==> src/rtl/uirq_pkg.sv <==
`timescale 1ns/1ps
package uirq_pkg;
  localparam int DATA_W = 32;
  localparam int IDX_W  = 3;

  typedef enum logic [IDX_W-1:0] {
    IDX_EN     = 3'd0,
    IDX_DIS    = 3'd1,
    IDX_MASK   = 3'd2,
    IDX_STICKY = 3'd3,
    IDX_RXTRIG = 3'd4,
    IDX_TXTRIG = 3'd5,
    IDX_LIVE   = 3'd6,
    IDX_SPARE  = 3'd7
  } reg_idx_e;

  // live status bit positions
  localparam int LV_RXTRIG = 0;
  localparam int LV_RXEMPTY = 1;
  localparam int LV_RXFULL = 2;
  localparam int LV_TXEMPTY = 3;
  localparam int LV_TXFULL = 4;
  localparam int LV_TXTRIG = 13;

  // sticky bit positions that differ from live
  localparam int ST_RXOVR   = 5;
  localparam int ST_FRAME   = 6;
  localparam int ST_PARITY  = 7;
  localparam int ST_TIMEOUT = 8;
  localparam int ST_MODEM   = 9;
  localparam int ST_TXTRIG  = 10;
  localparam int ST_TXOVR   = 12;

  localparam int NUM_FOLD = 5;
  localparam logic [DATA_W-1:0] IRQ_VALID = 32'h0000_17FF;
endpackage

==> src/rtl/uirq_status_gen.sv <==
`timescale 1ns/1ps
module uirq_status_gen
  import uirq_pkg::*;
#(
  parameter int FIFO_DEPTH = 64,
  parameter int CNT_W      = 7,
  parameter int TRIG_W     = 6
) (
  input  logic [CNT_W-1:0]  rx_count,
  input  logic [CNT_W-1:0]  tx_count,
  input  logic [TRIG_W-1:0] rx_trig,
  input  logic [TRIG_W-1:0] tx_trig,
  output logic [DATA_W-1:0] live
);
  always_comb begin
    live = '0;
    live[LV_RXTRIG]  = 32'(rx_count) >= 32'(rx_trig);
    live[LV_RXEMPTY] = rx_count == '0;
    live[LV_RXFULL]  = 32'(rx_count) == FIFO_DEPTH;
    live[LV_TXEMPTY] = tx_count == '0;
    live[LV_TXFULL]  = 32'(tx_count) == FIFO_DEPTH;
    live[LV_TXTRIG]  = 32'(tx_count) >= 32'(tx_trig);
  end
endmodule

==> src/rtl/uirq_sticky.sv <==
`timescale 1ns/1ps
module uirq_sticky
  import uirq_pkg::*;
(
  input  logic              clk,
  input  logic              rst_n,
  input  logic [DATA_W-1:0] live,
  input  logic              evt_rx_ovr,
  input  logic              evt_frame_err,
  input  logic              evt_parity_err,
  input  logic              evt_rx_timeout,
  input  logic              evt_modem_chg,
  input  logic              evt_tx_ovr,
  input  logic              clr_en,
  input  logic [DATA_W-1:0] clr_bits,
  output logic [DATA_W-1:0] sticky_q
);
  logic [DATA_W-1:0] set_vec;
  logic [DATA_W-1:0] clr_vec;

  // fold live bits that share their position
  for (genvar gi = 0; gi < NUM_FOLD; gi++) begin : g_fold
    assign set_vec[gi] = live[gi];
  end
  assign set_vec[ST_RXOVR]   = evt_rx_ovr;
  assign set_vec[ST_FRAME]   = evt_frame_err;
  assign set_vec[ST_PARITY]  = evt_parity_err;
  assign set_vec[ST_TIMEOUT] = evt_rx_timeout;
  assign set_vec[ST_MODEM]   = evt_modem_chg;
  assign set_vec[ST_TXTRIG]  = live[LV_TXTRIG];
  assign set_vec[11]         = 1'b0;
  assign set_vec[ST_TXOVR]   = evt_tx_ovr;
  assign set_vec[DATA_W-1:13] = '0;

  assign clr_vec = clr_en ? clr_bits : '0;

  // set after clear: a fresh event survives a same-cycle clear
  always_ff @(posedge clk or negedge rst_n) begin
    if (!rst_n) sticky_q <= '0;
    else        sticky_q <= ((sticky_q & ~clr_vec) | set_vec) & IRQ_VALID;
  end
endmodule

==> src/rtl/uirq_mask.sv <==
`timescale 1ns/1ps
module uirq_mask
  import uirq_pkg::*;
(
  input  logic              clk,
  input  logic              rst_n,
  input  logic              set_en,
  input  logic              clr_en,
  input  logic [DATA_W-1:0] wbits,
  output logic [DATA_W-1:0] mask_q
);
  always_ff @(posedge clk or negedge rst_n) begin
    if (!rst_n)      mask_q <= '0;
    else if (set_en) mask_q <= mask_q | (wbits & IRQ_VALID);
    else if (clr_en) mask_q <= mask_q & ~wbits;
  end
endmodule

==> src/rtl/uirq_level_reg.sv <==
`timescale 1ns/1ps
module uirq_level_reg #(
  parameter int TRIG_W     = 6,
  parameter int TRIG_RESET = 32
) (
  input  logic              clk,
  input  logic              rst_n,
  input  logic              we,
  input  logic [TRIG_W-1:0] wval,
  output logic [TRIG_W-1:0] level_q
);
  always_ff @(posedge clk or negedge rst_n) begin
    if (!rst_n)  level_q <= TRIG_W'(TRIG_RESET);
    else if (we) level_q <= wval;
  end
endmodule

==> src/rtl/uirq_reg_if.sv <==
`timescale 1ns/1ps
module uirq_reg_if
  import uirq_pkg::*;
#(
  parameter int TRIG_W = 6
) (
  input  logic              reg_wr,
  input  logic [IDX_W-1:0]  reg_idx,
  input  logic [DATA_W-1:0] mask_q,
  input  logic [DATA_W-1:0] sticky_q,
  input  logic [DATA_W-1:0] live,
  input  logic [TRIG_W-1:0] rx_trig,
  input  logic [TRIG_W-1:0] tx_trig,
  output logic              mask_set,
  output logic              mask_clr,
  output logic              sticky_clr,
  output logic [1:0]        trig_we,
  output logic [DATA_W-1:0] reg_rdata
);
  reg_idx_e idx;
  assign idx = reg_idx_e'(reg_idx);

  assign mask_set   = reg_wr && (idx == IDX_EN);
  assign mask_clr   = reg_wr && (idx == IDX_DIS);
  assign sticky_clr = reg_wr && (idx == IDX_STICKY);
  assign trig_we[0] = reg_wr && (idx == IDX_RXTRIG);
  assign trig_we[1] = reg_wr && (idx == IDX_TXTRIG);

  always_comb begin
    unique case (idx)
      IDX_MASK:   reg_rdata = mask_q;
      IDX_STICKY: reg_rdata = sticky_q;
      IDX_RXTRIG: reg_rdata = 32'(rx_trig);
      IDX_TXTRIG: reg_rdata = 32'(tx_trig);
      IDX_LIVE:   reg_rdata = live;
      default:    reg_rdata = '0;
    endcase
  end
endmodule

==> src/rtl/uart_irq_ctrl.sv <==
`timescale 1ns/1ps
module uart_irq_ctrl
  import uirq_pkg::*;
#(
  parameter int FIFO_DEPTH = 64,
  parameter int TRIG_W     = 6,
  parameter int TRIG_RESET = 32,
  localparam int CNT_W     = $clog2(FIFO_DEPTH + 1),
  localparam int NUM_TRIG  = 2
) (
  input  logic              clk,
  input  logic              rst_n,
  input  logic              reg_wr,
  input  logic [IDX_W-1:0]  reg_idx,
  input  logic [DATA_W-1:0] reg_wdata,
  output logic [DATA_W-1:0] reg_rdata,
  input  logic [CNT_W-1:0]  rx_count,
  input  logic [CNT_W-1:0]  tx_count,
  input  logic              evt_rx_ovr,
  input  logic              evt_frame_err,
  input  logic              evt_parity_err,
  input  logic              evt_rx_timeout,
  input  logic              evt_modem_chg,
  input  logic              evt_tx_ovr,
  output logic              irq
);
  logic [DATA_W-1:0]   live;
  logic [DATA_W-1:0]   mask_q;
  logic [DATA_W-1:0]   sticky_q;
  logic                mask_set, mask_clr, sticky_clr;
  logic [NUM_TRIG-1:0] trig_we;
  logic [TRIG_W-1:0]   trig_lvl [NUM_TRIG];

  for (genvar gi = 0; gi < NUM_TRIG; gi++) begin : g_trig
    uirq_level_reg #(.TRIG_W(TRIG_W), .TRIG_RESET(TRIG_RESET)) u_lvl (
      .clk(clk), .rst_n(rst_n), .we(trig_we[gi]),
      .wval(reg_wdata[TRIG_W-1:0]), .level_q(trig_lvl[gi])
    );
  end

  uirq_status_gen #(.FIFO_DEPTH(FIFO_DEPTH), .CNT_W(CNT_W), .TRIG_W(TRIG_W)) u_status (
    .rx_count(rx_count), .tx_count(tx_count),
    .rx_trig(trig_lvl[0]), .tx_trig(trig_lvl[1]), .live(live)
  );

  uirq_reg_if #(.TRIG_W(TRIG_W)) u_regs (
    .reg_wr(reg_wr), .reg_idx(reg_idx), .mask_q(mask_q), .sticky_q(sticky_q),
    .live(live), .rx_trig(trig_lvl[0]), .tx_trig(trig_lvl[1]),
    .mask_set(mask_set), .mask_clr(mask_clr), .sticky_clr(sticky_clr),
    .trig_we(trig_we), .reg_rdata(reg_rdata)
  );

  uirq_mask u_mask (
    .clk(clk), .rst_n(rst_n), .set_en(mask_set), .clr_en(mask_clr),
    .wbits(reg_wdata), .mask_q(mask_q)
  );

  uirq_sticky u_sticky (
    .clk(clk), .rst_n(rst_n), .live(live),
    .evt_rx_ovr(evt_rx_ovr), .evt_frame_err(evt_frame_err),
    .evt_parity_err(evt_parity_err), .evt_rx_timeout(evt_rx_timeout),
    .evt_modem_chg(evt_modem_chg), .evt_tx_ovr(evt_tx_ovr),
    .clr_en(sticky_clr), .clr_bits(reg_wdata), .sticky_q(sticky_q)
  );

  assign irq = |(mask_q & sticky_q);
endmodule

==> config.mk <==
export PLATFORM = sky130hd
export DESIGN_NAME = uart_irq_ctrl
export DESIGN_NICKNAME = d
export VERILOG_FILES = /design/src/rtl/uirq_pkg.sv /design/src/rtl/uirq_status_gen.sv /design/src/rtl/uirq_sticky.sv /design/src/rtl/uirq_mask.sv /design/src/rtl/uirq_level_reg.sv /design/src/rtl/uirq_reg_if.sv /design/src/rtl/uart_irq_ctrl.sv
export SDC_FILE = /design/constraint.sdc
export NUM_CORES = 1
export LEC_CHECK = 0
export BUFFER_PORTS_ARGS = -buffer_cell sky130_fd_sc_hd__buf_2
export CAP_MARGIN = 20
export CORE_ASPECT_RATIO = 0.75
export CORE_MARGIN = 2
export CORE_UTILIZATION = 25
export CTS_CLUSTER_DIAMETER = 50
export DETAILED_ROUTE_END_ITERATION = 16
export PLACE_DENSITY = 0.5
export SETUP_SLACK_MARGIN = 0.2
export SKIP_CTS_REPAIR_TIMING = 1
export SLEW_MARGIN = 20
export SYNTH_ARGS = -nofsm -noshare
export SYNTH_HDL_FRONTEND = slang
export SYNTH_SLANG_ARGS = --single-unit
==> constraint.sdc <==
create_clock -name clk -period 2.6 [get_ports clk]
set_clock_uncertainty 0.15 [all_clocks]
set_input_delay 0.52 -clock clk [delete_from_list [all_inputs] [get_ports clk]]
set_output_delay 0.52 -clock clk [all_outputs]
set_load 0.01 [all_outputs]
==> impl_metrics.csv <==
group,metric,value,unit
run_status,status,"finished, final reports clean",
yosys,syn_area,2870,µm²
critical_path,worst-path-max-fanout,3,
grt,antenna_found_initial,0,
critical_path,path_class,"reg2out",
cts,clk_latency,0.30,ns
die,std_cell_rows,33,
detailed_routing,vias,2447,
critical_path,slowest_stage,"dfstp_2",
yosys,async_reset_ff_share,100,%
power_and_ir_drop,p_sw_share,29.5,%
sta,max_slew_margin,65.4,%
power_and_ir_drop,vdd_ir_drop_max,0.280,mV
placement,place.gp.congestion,0.804,
die,die-area,12400,µm²
placement,pre_cts_ws,0.105,ns
die,initial_core_util,25.9,%
yosys,yosys.area.top_type,"dfrtp_1",
critical_path,cp.arrival,1.83,ns
cts,root_buffer,"clkbuf_16",
grt,gr-usage-all-layers,13.7,%
yosys,synth.distinct_cells,36,
yosys,synth-seq-cells,56,
layout,area_growth,30.6,%
cts,cts_tree,"done",
power_and_ir_drop,power,2.18,mW
layout,final_common_cell,"buf_2",
critical_path,reg2reg_from,"g_trig[1].u_lvl.level_q[5]",
sta,setup_viol,0,
detailed_routing,drtAntennaViolNets,0,
detailed_routing,drt_pass1_iterations,4,
layout,fillCellCount,1167,
critical_path,crit_chain,"inv_2 > ha_4 > a211oi_2 > nand2_1 > a41oi_2 > o21ai_1 > buf_2",
power_and_ir_drop,power_frac_comb,20.7,%
sta,rsz0062_at_grt,"true",
detailed_routing,vias_per_cell,4.65,
power_and_ir_drop,p_int,1.54,mW
sta,fmax,400,MHz
power_and_ir_drop,powerDensity,583,nW/µm²
cts,cts_sinks,56,
critical_path,critPathLaunchType,"register",
job,drv_cap,0,
sta,fin_tns_setup,0,ns
power_and_ir_drop,clkPwrFrac,31.8,%
die,die_h,96.8,µm
die,core,11100,µm²
critical_path,cp.required,1.93,ns
placement,dp_hpwl,6.30,mm
layout,mostFrequentLayoutCells,"buf_2, nand2_1, dfrtp_1, o21ai_1",
critical_path,crit_path_end_kind,"output pin",
yosys,synth_flop_cell,"dfrtp_1",
layout,drive_gt1_share,33.4,%
cts,path_clk_slew,0.08,ns
yosys,syn_inst,290,
yosys,synthesis.nets,360,
cts,h-tree-depth,2,
placement,numPortBuffers,90,
yosys,ys_seq_area_share,49.0,%
grt,grt_pass1_wl,13.2,mm
yosys,yosys_warnings,0,
power_and_ir_drop,p_leak,1.89,nW
sta,worst_slew_pin_slew,0.519,ns
grt,grt_max_degree,37,
yosys,synthTopCellsByArea,"dfrtp_1, nand2_1, a21boi_1",
sta,post-route-period-util,96.1,%
layout,fin_nets,455,
min_path,worstHoldPathType,"in2async",
critical_path,slowest_delay,0.55,ns
detailed_routing,wl_per_cell,15.7,µm
yosys,synth_top_area_share,47.1,%
cts,clock_path_buffers,2,
detailed_routing,first_iter_violations,84,
sta,postLayoutSetupSlackWorst,0.101,ns
critical_path,cp-startpoint,"g_trig[1].u_lvl.level_q[5]",
grt,grt_overflow_total,0,
grt,first_global_vias,2485,
sta,fin_crit,2.50,ns
die,io_pins,91,
detailed_routing,postRouteWirelength,8.24,mm
yosys,synth-edff-count,0,
yosys,syn_avg_cell_area,9.89,µm²
power_and_ir_drop,p_seq_share,47.4,%
detailed_routing,drcViolationCount,0,
layout,antenna_cells,0,
power_and_ir_drop,power.switching,645,µW
sta,slew_viol_final,0,
die,die_w,128,µm
sta,hold_viol,0,
cts,cts_buffers,5,
stage by stage:
step           util (%)  cell area, µm²  hold slack [ns]  cells
2_1_floorplan         -            2870           0.0744    290
3_3_place_gp       31.7            3510            0.341    515
3_5_place_dp       31.7            3510            0.348    515
4_1_cts            33.1            3660           0.0492    523
5_1_grt            33.8            3740           0.0739    526
6_report           33.8            3740           0.0374    526
synth_stat cells (2+ instances only):
master,instances
nand3_1,5
nand4_1,2
a21oi_1,2
a211oi_1,2
nor2_1,7
a21boi_1,20
dfstp_2,2
o21ai_0,4
o21ai_1,20
nor2b_1,5
buf_2,10
a21o_1,7
a41oi_1,2
a22o_1,9
a221oi_1,11
o22ai_1,2
clkbuf_1,3
nand2_1,56
dfrtp_1,54
and4b_1,2
nor3b_2,2
and3_1,20
ha_1,12
inv_1,12
mux2_1,8
final timing paths:
kind                                              end  slack, ns  cells after the start
max                                     reg_rdata[13]       0.10                      7
min reg2reg                                  register       0.36                      2
max in group asynchronous  g_trig[1].u_lvl.level_q[5]       1.62                      2
min in group clk                    u_mask.mask_q[19]       0.23                      2
min                              u_sticky.sticky_q[7]       0.04                      1
max reg2reg                     u_sticky.sticky_q[10]       0.86                      7
worst max-delay path, delay by kind of cell (launching register included):
kind | cells | cell delay [ns]
buf+inv | 2 | 0.20
compound gates | 3 | 0.47
simple gates | 1 | 0.09
fa+ha+maj | 1 | 0.22
flops | 1 | 0.55
cell type report:
class / count / area [µm²] / area share (%)
tap: 140 / 175 / 4.68
sequential: 56 / 1400 / 37.5
clock buffer: 5 / 125 / 3.34
inverter: 13 / 48.8 / 1.30
timing repair buffer: 103 / 567 / 15.1
multi-input combinational: 206 / 1400 / 37.4
clock inverter: 3 / 25.0 / 0.668
power groups by stage:
stage / registers, mW / clock network, mW / logic [mW]
2_1_floorplan: 1.02 / 0 / 0.244
3_3_place_gp: 1.05 / 0 / 0.393
3_5_place_dp: 1.05 / 0 / 0.406
4_1_cts: 1.04 / 0.724 / 0.407
5_1_grt: 1.05 / 0.756 / 0.521
6_report: 1.04 / 0.696 / 0.452
per-layer routing:
layer,track usage [%],vias up,part of all wire (%)
li1,-,1233,-
met1,19.5,1159,50
met2,21.2,51,45
met3,3.60,4,4.7
met4,2.03,0,0.42
met5,0,-,0
kinds of logic after synthesis:
| kind of cell | count (synthesis) | synth area share [%] |
|---|---|---|
| and+or+nand+nor | 103 | 17.6 |
| muxes | 9 | 3.53 |
| AOI/OAI and AO/OA | 82 | 20.2 |
| DFF | 56 | 49.0 |
| adders and majority gates | 12 | 5.24 |
| buffers and inverters | 28 | 4.49 |
Power figures use the tool's default switching activity.
